--- src/rtl/ddr_guard_pkg.sv ---
package ddr_guard_pkg;

    typedef enum logic [3:0] {
        CMD_DESEL,
        CMD_NOP,
        CMD_ACT,
        CMD_REF,
        CMD_MRS,
        CMD_RD,
        CMD_WR,
        CMD_PRE,
        CMD_BST
    } cmd_e;

    typedef enum logic [2:0] {
        BK_IDLE     = 3'd0,
        BK_OPENING  = 3'd1,
        BK_OPEN     = 3'd2,
        BK_READ     = 3'd3,
        BK_WRITE    = 3'd4,
        BK_CLOSING  = 3'd5,
        BK_READ_AC  = 3'd6,
        BK_WRITE_AC = 3'd7
    } bank_st_e;

    typedef enum logic [2:0] {
        ERR_NONE     = 3'd0,
        ERR_BUSY     = 3'd1,
        ERR_STATE    = 3'd2,
        ERR_NOT_IDLE = 3'd3,
        ERR_LOCKED   = 3'd4,
        ERR_NO_BURST = 3'd5
    } err_e;

    typedef enum logic [1:0] {
        DEV_OPEN,
        DEV_REFRESH,
        DEV_MODE
    } dev_st_e;

endpackage

--- src/rtl/ddr_cmd_decode.sv ---
module ddr_cmd_decode
    import ddr_guard_pkg::*;
(
    input  logic cs_n,
    input  logic ras_n,
    input  logic cas_n,
    input  logic we_n,
    output cmd_e cmd
);

    always_comb begin
        if (cs_n) begin
            cmd = CMD_DESEL;
        end else begin
            unique case ({ras_n, cas_n, we_n})
                3'b111:  cmd = CMD_NOP;
                3'b011:  cmd = CMD_ACT;
                3'b001:  cmd = CMD_REF;
                3'b000:  cmd = CMD_MRS;
                3'b101:  cmd = CMD_RD;
                3'b100:  cmd = CMD_WR;
                3'b010:  cmd = CMD_PRE;
                default: cmd = CMD_BST;
            endcase
        end
    end

endmodule

--- src/rtl/ddr_bank_track.sv ---
module ddr_bank_track
    import ddr_guard_pkg::*;
#(
    parameter int T_RCD     = 3,
    parameter int T_RP      = 3,
    parameter int BURST_LEN = 4
) (
    input  logic     clk,
    input  logic     rst_n,
    input  cmd_e     cmd,
    input  logic     ap,
    input  logic     go,
    input  logic     bst_go,
    output bank_st_e eff_st,
    output err_e     verdict
);

    localparam int HALF    = BURST_LEN / 2;
    localparam int AC_SPAN = HALF + T_RP;
    localparam int LONGEST = (T_RCD > AC_SPAN) ? T_RCD : AC_SPAN;
    localparam int CW      = $clog2(LONGEST + 1);

    localparam logic [CW-1:0] LD_RCD   = CW'(T_RCD - 1);
    localparam logic [CW-1:0] LD_RP    = CW'(T_RP - 1);
    localparam logic [CW-1:0] LD_BURST = CW'(HALF - 1);
    localparam logic [CW-1:0] LD_AC    = CW'(AC_SPAN - 1);

    bank_st_e        state_q, state_d;
    logic [CW-1:0]   cnt_q, cnt_d;

    // A timed state whose counter has run out is judged as its successor.
    always_comb begin
        eff_st = state_q;
        if (cnt_q == '0) begin
            unique case (state_q)
                BK_OPENING, BK_READ, BK_WRITE:       eff_st = BK_OPEN;
                BK_CLOSING, BK_READ_AC, BK_WRITE_AC: eff_st = BK_IDLE;
                default:                             eff_st = state_q;
            endcase
        end
    end

    always_comb begin
        verdict = ERR_NONE;
        unique case (eff_st)
            BK_IDLE:  if (cmd inside {CMD_RD, CMD_WR, CMD_PRE}) verdict = ERR_STATE;
            BK_OPEN:  if (cmd == CMD_ACT) verdict = ERR_STATE;
            BK_READ:  if (cmd inside {CMD_ACT, CMD_WR}) verdict = ERR_STATE;
            BK_WRITE: if (cmd == CMD_ACT) verdict = ERR_STATE;
            default:  if (cmd inside {CMD_ACT, CMD_RD, CMD_WR, CMD_PRE}) verdict = ERR_BUSY;
        endcase
    end

    always_comb begin
        state_d = eff_st;
        cnt_d   = (cnt_q == '0) ? '0 : cnt_q - 1'b1;
        if (bst_go) begin
            state_d = BK_OPEN;
            cnt_d   = '0;
        end else if (go && verdict == ERR_NONE) begin
            unique case (cmd)
                CMD_ACT: begin
                    state_d = BK_OPENING;
                    cnt_d   = LD_RCD;
                end
                CMD_RD: begin
                    state_d = ap ? BK_READ_AC : BK_READ;
                    cnt_d   = ap ? LD_AC : LD_BURST;
                end
                CMD_WR: begin
                    state_d = ap ? BK_WRITE_AC : BK_WRITE;
                    cnt_d   = ap ? LD_AC : LD_BURST;
                end
                CMD_PRE: begin
                    state_d = BK_CLOSING;
                    cnt_d   = LD_RP;
                end
                default: ;
            endcase
        end
    end

    always_ff @(posedge clk or negedge rst_n) begin
        if (!rst_n) begin
            state_q <= BK_IDLE;
            cnt_q   <= '0;
        end else begin
            state_q <= state_d;
            cnt_q   <= cnt_d;
        end
    end

endmodule

--- src/rtl/ddr_bank_guard.sv ---
module ddr_bank_guard
    import ddr_guard_pkg::*;
#(
    parameter int NUM_BANKS = 4,   // power of two
    parameter int T_RCD     = 3,
    parameter int T_RP      = 3,
    parameter int T_RFC     = 10,
    parameter int T_MRD     = 2,
    parameter int BURST_LEN = 4,
    localparam int BA_W     = (NUM_BANKS > 1) ? $clog2(NUM_BANKS) : 1
) (
    input  logic                   clk,
    input  logic                   rst_n,
    input  logic                   cke,
    input  logic                   cs_n,
    input  logic                   ras_n,
    input  logic                   cas_n,
    input  logic                   we_n,
    input  logic [BA_W-1:0]        bank_addr,
    input  logic                   auto_pre,
    output logic [NUM_BANKS*3-1:0] bank_state,
    output logic                   viol,
    output logic [2:0]             viol_code
);

    localparam int LOCK_MAX = (T_RFC > T_MRD) ? T_RFC : T_MRD;
    localparam int LW       = $clog2(LOCK_MAX + 1);

    cmd_e           cmd;
    logic           cke_q;
    logic           checked;
    logic           bank_cmd;
    dev_st_e        dev_q, dev_d, dev_eff;
    logic [LW-1:0]  lock_q, lock_d;
    logic [BA_W-1:0] rd_bank_q;
    logic           rd_valid_q;
    logic           all_idle;
    err_e           err;
    bank_st_e       eff_st  [NUM_BANKS];
    err_e           verdict [NUM_BANKS];
    logic [NUM_BANKS-1:0] go;
    logic [NUM_BANKS-1:0] bst_go;

    ddr_cmd_decode u_dec (
        .cs_n  (cs_n),
        .ras_n (ras_n),
        .cas_n (cas_n),
        .we_n  (we_n),
        .cmd   (cmd)
    );

    assign checked  = cke && cke_q;
    assign bank_cmd = cmd inside {CMD_ACT, CMD_RD, CMD_WR, CMD_PRE};
    assign dev_eff  = (lock_q == '0) ? DEV_OPEN : dev_q;

    for (genvar b = 0; b < NUM_BANKS; b++) begin : g_bank
        assign go[b]     = checked && dev_eff == DEV_OPEN && bank_cmd &&
                           bank_addr == BA_W'(b);
        assign bst_go[b] = checked && cmd == CMD_BST && err == ERR_NONE &&
                           rd_bank_q == BA_W'(b);

        ddr_bank_track #(
            .T_RCD     (T_RCD),
            .T_RP      (T_RP),
            .BURST_LEN (BURST_LEN)
        ) u_track (
            .clk     (clk),
            .rst_n   (rst_n),
            .cmd     (cmd),
            .ap      (auto_pre),
            .go      (go[b]),
            .bst_go  (bst_go[b]),
            .eff_st  (eff_st[b]),
            .verdict (verdict[b])
        );

        assign bank_state[b*3 +: 3] = eff_st[b];
    end

    always_comb begin
        all_idle = 1'b1;
        for (int b = 0; b < NUM_BANKS; b++) begin
            if (eff_st[b] != BK_IDLE) all_idle = 1'b0;
        end
    end

    // Verdict on the command at this edge; device lockout outranks all else.
    always_comb begin
        err = ERR_NONE;
        if (checked && !(cmd inside {CMD_DESEL, CMD_NOP})) begin
            if (dev_eff != DEV_OPEN) begin
                err = ERR_LOCKED;
            end else begin
                unique case (cmd)
                    CMD_REF, CMD_MRS: err = all_idle ? ERR_NONE : ERR_NOT_IDLE;
                    CMD_BST: err = (rd_valid_q && eff_st[rd_bank_q] == BK_READ) ?
                                   ERR_NONE : ERR_NO_BURST;
                    default: err = verdict[bank_addr];
                endcase
            end
        end
    end

    always_comb begin
        dev_d  = dev_eff;
        lock_d = (lock_q == '0) ? '0 : lock_q - 1'b1;
        if (checked && err == ERR_NONE) begin
            unique case (cmd)
                CMD_REF: begin
                    dev_d  = DEV_REFRESH;
                    lock_d = LW'(T_RFC - 1);
                end
                CMD_MRS: begin
                    dev_d  = DEV_MODE;
                    lock_d = LW'(T_MRD - 1);
                end
                default: ;
            endcase
        end
    end

    always_ff @(posedge clk or negedge rst_n) begin
        if (!rst_n) begin
            cke_q      <= 1'b0;
            dev_q      <= DEV_OPEN;
            lock_q     <= '0;
            rd_bank_q  <= '0;
            rd_valid_q <= 1'b0;
            viol       <= 1'b0;
            viol_code  <= 3'd0;
        end else begin
            cke_q     <= cke;
            dev_q     <= dev_d;
            lock_q    <= lock_d;
            viol      <= (err != ERR_NONE);
            viol_code <= err;
            if (checked && err == ERR_NONE && cmd == CMD_RD) begin
                rd_bank_q  <= bank_addr;
                rd_valid_q <= 1'b1;
            end
        end
    end

endmodule

--- config.mk ---
export PLATFORM = sky130hd
export DESIGN_NAME = ddr_bank_guard
export DESIGN_NICKNAME = d
export VERILOG_FILES = /design/src/rtl/ddr_guard_pkg.sv /design/src/rtl/ddr_cmd_decode.sv /design/src/rtl/ddr_bank_track.sv /design/src/rtl/ddr_bank_guard.sv
export SDC_FILE = /design/constraint.sdc
export NUM_CORES = 1
export LEC_CHECK = 0
export BUFFER_PORTS_ARGS = -buffer_cell sky130_fd_sc_hd__buf_2
export CORE_MARGIN = 10
export CORE_UTILIZATION = 44
export CTS_CLUSTER_SIZE = 24
export DETAILED_ROUTE_END_ITERATION = 6
export HOLD_SLACK_MARGIN = 0.08
export SLEW_MARGIN = 20
export SYNTH_ARGS = -nofsm -noshare
export SYNTH_HDL_FRONTEND = slang
export SYNTH_SLANG_ARGS = --single-unit
--- constraint.sdc ---
create_clock -name clk -period 2.6 [get_ports clk]
set_input_delay 0.52 -clock clk [delete_from_list [all_inputs] [get_ports clk]]
set_output_delay 0.52 -clock clk [all_outputs]
set_load 0.02 [all_outputs]
==> results of run 1 <==
## registers in the layout (all words and copies together), names as in the netlist
signal and count:
cke_q 1, dev_q 2, g_bank.u_track.cnt_q 12, g_bank.u_track.state_q 12, lock_q 4, rd_bank_q 2
rd_valid_q 1, viol 1, viol_code 3
## cells by family after synthesis
kind of cell / count (synthesis) / share of synthesized area
buffers and inverters: 19 / 0.0289
and+or+nand+nor: 154 / 0.318
xor gates and xnor gates: 4 / 0.0133
muxes: 21 / 0.0876
AOI/OAI and AO/OA: 77 / 0.192
DFF: 38 / 0.360
## through the flow
step,util,setup TNS [ns],hold WS [ns]
after detailed placement,0.539,-0.00736,0.492
after CTS,0.552,0,0.360
after global routing,0.564,-0.0847,0.359
after floorplan,-,0,0.224
after global placement,0.539,0,0.492
final,0.564,0,0.331
## worst paths after layout
check	from	end	slack, ns
setup / recovery	g_bank[3].u_track.cnt_q[1]	rd_bank_q[1]	0.1
hold / removal	rst_n	g_bank[0].u_track.state_q[2]	0.33
setup reg to reg	g_bank[3].u_track.cnt_q[1]	rd_bank_q[1]	0.1
hold reg to reg	dev_q[1]	dev_q[1]	0.51
max in group asynchronous	rst_n	g_bank[1].u_track.cnt_q[1]	1.72
min in group clk	cke	cke_q	0.36
## final cells by class
class                           count  area (um2)
Clock buffer                        7        76.3
Fill cell                         545        2560
Inverter                            5        18.8
Multi-Input combinational cell    256        1670
Sequential cell                    38         951
Tap cell                           75        93.8
Timing Repair Buffer               77         515
## per-layer routing
metal / part of all wire / wire [um] / global-route usage
met5: 0 / 0 / 0
met4: 0.024 / 177 / 0.0660
met3: 0.036 / 271 / 0.0256
met2: 0.47 / 3540 / 0.247
met1: 0.47 / 3490 / 0.195
## critical path, stage by stage, from the launching register on
cell and delay, ns:
dfrtp_1 0.41, or4b_4 0.55, mux2i_4 0.18, nand4_1 0.19, nor4_4 0.24, o31ai_1 0.13
a311oi_2 0.34, mux2_1 0.35
## power by group
group | leakage [nW] | internal, mW | switching [mW] | total [mW]
Sequential | 0.517 | 0.635 | 0.0771 | 0.712
Combinational | 1.01 | 0.222 | 0.240 | 0.462
Clock | 0.0383 | 0.185 | 0.209 | 0.394
Total | 1.56 | 1.04 | 0.527 | 1.57
## cells in the final DEF, fill, tap and decap left out, types with 7 or more instances in the layout
cell type / synthesis / final
a21oi_1: 22 / 22
and2_1: 7 / 7
buf_2: 1 / 25
buf_4: 1 / 52
dfrtp_1: 38 / 38
mux2i_1: 13 / 12
nand2_1: 28 / 28
nand2b_1: 11 / 11
nor2_1: 43 / 43
nor2b_1: 7 / 7
nor3_1: 11 / 9
nor3b_1: 9 / 8
o211ai_1: 8 / 8
o21ai_0: 18 / 16
or2_2: 7 / 7
or3_1: 9 / 8
## timing repair
| action | 4_1_cts | 5_1_grt |
|---|---|---|
| setup endpoints to repair | 0 | 5 |
| buffers inserted | 0 | 3 |
| endpoints found under the hold margin | 0 | 0 |
| resized for setup | 0 | 11 |
==> run metrics, run 1 <==
synth top area cells=dfrtp_1 36%, nor2_1 6.1%, mux2i_1 4.9%, a21oi_1 4.2%, nand2_1 4.0%; detailed-route DRC error count=0; vias in the first global route=2,416; sequential fraction of the synthesis area=0.360; Cell Rows=28; Power Density=472 mW/mm2; Place WS=-0.00416 ns; Startpoint Class=flip-flop; Slew headroom=0.423; post-route cell area=0.00332 mm2; Core ar.=0.00589 mm2; clock tree from TritonCTS=built; fmax=400 MHz; Finished Layout Cells=458; most common cell in the netlist=nor2_1; gr ovfl total=0; Final Power=1.57 mW; CP endpoint kind=flip-flop; layout overhead on the synthesized area=25.7%; Worst-Margin Slew=0.865 ns; number of flops mapped to enable cells by yosys=0; minimum clock period=2.50 ns; post-synth top area cell=dfrtp_1; fraction of registers with async set or reset after synthesis=1.00; RSZ-0062 raised after global routing=true; Post-Synthesis Cells=313; Hold Path Class=primary input to asynchronous set/reset pin; I/O Buffers=25; largest net degree at the start of global routing=39; MaxCap Viol Count=0; share of cells above drive strength 1=0.282; crit-path max FO=4; Final HPWL DP=5830 um; Nets=393; Yosys top cell area share=0.360; yosys warns=0; wire per inst=16.3 um; GRT Util Overall=0.153; RePlAce Congestion=0.934; IO Pins=26; clk sinks=38; Leakage Power=1.56 nW; Syn Nets=323; first-pass GRT wire length=12,000 um; syn_area_per_cell=8.44 um2; FF+latch count, synth=38; synth unique cells=55; register clock-pin slew on the reported worst setup and hold paths=0.07 ns; Crit Path Class=flip-flop to flip-flop; most instantiated cells after synthesis=43 x nor2_1, 38 x dfrtp_1, 28 x nand2_1, 22 x a21oi_1, 18 x o21ai_0; Layout Skew=0.00332 ns; Max H-tree Level=2; hold buffers post-CTS=0; ys flop type=dfrtp_1; die area=0.00950 mm2; data arrival time of the worst path=2.69 ns; # diodes=0; Final Cycle Share=0.962; die height=97.5 um; starting density of the core=0.449; Cell Area, Synth=0.00264 mm2; worst skew pair latency=0.30 ns; Post-Route WL=7480 um; Final Slew Violations=0; dpl cell area=0.00317 mm2; Placed Instances=448; die span in x=97.5 um; outcome=complete, no violations; Final setup viols=0; worst r2r path cells=7; First-pass DRT Iterations=4; initial antenna violation count=0; via count=2,570; Longest Clk Path Bufs=2; Vias per Instance=5.61; initial DRC count=95; Clock Tree Root=clkbuf_8; CTS Buf Count=5; Final Hold Fails=0; maximum VDD drop=0.282 mV; worst endpoint required time=2.79 ns; Final ANT Viol Nets=0; final worst setup slack=0.0984 ns
Power figures use the tool's default switching activity.
==> run 2, diff against run 1 <==
==> constraint.sdc (replaced) <==
create_clock -name clk -period 2.4 [get_ports clk]
set_input_delay 0.48 -clock clk [delete_from_list [all_inputs] [get_ports clk]]
set_output_delay 0.48 -clock clk [all_outputs]
set_load 0.02 [all_outputs]
==> run metrics, run 2 (same netlist as run 1, synthesis figures left out) <==
outcome=complete, but fails checks; failing checks=setup timing; crit-path max FO=4 (unchanged); fmax=399 MHz (about the same); vias in the first global route=2,760 (+14%); largest net degree at the start of global routing=39 (unchanged); Nets=426 (+8.4%); most frequent cells in the layout=85 x buf_4, 41 x nor2_1, 38 x dfrtp_1, 28 x nand2_1, 25 x buf_2; gr ovfl total=0 (unchanged); First-pass DRT Iterations=5 (+1); RSZ-0062 raised after global routing=true; first-pass GRT wire length=13,000 um (+8.2%); minimum clock period=2.50 ns (+0.00226 ns); MaxCap Viol Count=0 (unchanged); Largest stage delay, worst path=0.43 ns (-0.12 ns); Startpoint Class=flip-flop; setup TNS=-0.166 ns (-0.166 ns); Final Slew Violations=0 (unchanged); Final Hold Fails=0 (unchanged); clk sinks=38 (unchanged); data arrival time of the worst path=2.68 ns (about the same); Post-Route WL=8000 um (+6.9%); final worst setup slack=-0.104 ns (-0.202 ns); IO Pins=26 (unchanged); via count=2,757 (+7.3%); Cell Rows=28 (unchanged); Hold Path Class=primary input to asynchronous set/reset pin; Core ar.=0.00589 mm2 (unchanged); RePlAce Congestion=0.970 (+3.9%); initial antenna violation count=0 (unchanged); share of cells above drive strength 1=0.374 (+0.0921); Worst-Margin Slew=0.880 ns (+0.0155 ns); Final setup viols=2 (+2); Vias per Instance=5.60 (-0.14%); Clock Tree Root=clkbuf_8; Final Cycle Share=1.04 (+0.0811); layout overhead on the synthesized area=37.8%; Leakage Power=1.74 nW (+11%); maximum VDD drop=0.379 mV (+34%); Slew headroom=0.413 (-0.0103); Place WS=-0.139 ns (-0.135 ns); detailed-route DRC error count=0 (unchanged); Finished Layout Cells=492 (+7.4%); starting density of the core=0.449 (unchanged); wire per inst=16.3 um (-0.45%); biggest regs=g_bank.u_track.cnt_q (12), g_bank.u_track.state_q (12), lock_q (4); commonest non-fill, non-tap cell in the layout=buf_4; Layout Skew=0.00281 ns (-0.000502 ns); CP endpoint kind=flip-flop; I/O Buffers=25 (unchanged); Max H-tree Level=2 (unchanged); register clock-pin slew on the reported worst setup and hold paths=0.07 ns (about the same); CP max-delay cell=or3_4; Final HPWL DP=6020 um (+3.2%); Crit Path Class=flip-flop to flip-flop; Placed Instances=477 (+6.5%); Longest Clk Path Bufs=2 (unchanged); worst skew pair latency=0.29 ns (about the same); # diodes=0 (unchanged); initial DRC count=159 (+67%); CTS Buf Count=5 (unchanged); Final Power=1.80 mW (+15%); die span in x=97.5 um (unchanged); die height=97.5 um (unchanged); Power Density=496 mW/mm2 (+4.9%); Final ANT Viol Nets=0 (unchanged); cells along the critical path=or3_4, nand4b_1, o211ai_1, or2_2, a41o_1, a311oi_2, mux2_1; clock tree from TritonCTS=built; GRT Util Overall=0.164 (+0.0107); die area=0.00950 mm2 (unchanged); worst endpoint required time=2.58 ns (-0.21 ns)
run 2: cell count changes in the layout (fill, tap and decap cells not counted), sizes merged:
cell,change
clkinv,+1
buf,+33
run 2: critical path: cells and delay by family, from the launching register on:
kind             cells  cell delay [ns]
AND/OR/NAND/NOR      3             0.87
flip-flops           1             0.41
multiplexers         1             0.37
AO/OA/AOI/OAI        3             0.74
run 2: worst paths after layout:
kind	from	slack, ns	end	depth (start not counted)
max	g_bank[2].u_track.cnt_q[0]	-0.10	rd_bank_q[0]	7
min	rst_n	0.30	viol_code[2]	1
max reg2reg	g_bank[2].u_track.cnt_q[0]	-0.10	rd_bank_q[0]	7
min reg2reg	dev_q[1]	0.51	dev_q[1]	1
max in group asynchronous	rst_n	1.54	g_bank[0].u_track.cnt_q[2]	1
min in group clk	cke	0.32	cke_q	1
run 2: repair_timing:
action                                  in CTS  in global routing
pin swaps                                    2                  3
setup buffers                                2                  5
endpoints found under the setup margin       6                 18
hold buffers                                 0                  0
gates resized for setup                      5                 16
hold endpoints to repair                     0                  0
run 2: per-stage QoR:
step	hold slack, ns	util	instance area, um2
after floorplan	0.184	-	2650
after CTS	0.313	0.599	3530
final	0.301	0.619	3640
after global placement	0.489	0.577	3400
after global routing	0.316	0.619	3640
after detailed placement	0.493	0.577	3400
run 2: power by group:
| part | leakage, nW | internal (mW) | switching, mW |
|---|---|---|---|
| registers | 0.517 | 0.688 | 0.0598 |
| logic | 1.18 | 0.291 | 0.305 |
| clock network | 0.0482 | 0.232 | 0.229 |
run 2: layout make-up:
type                    count  area [um2]
clock buffers               7        86.3
clock inverters             1        5.00
fillers                   530        2240
inverters                   5        18.8
multi-input cells         256        1720
flip-flops and latches     38         951
well taps                  75        93.8
repair buffers            110         763
run 2: layer usage:
metal / up-vias / share of wire / global-route usage
li1: 1342 / - / -
met5: - / 0 / 0
met4: 0 / 0.017 / 0.0548
met1: 1327 / 0.44 / 0.201
met2: 73 / 0.50 / 0.276
met3: 15 / 0.046 / 0.0349
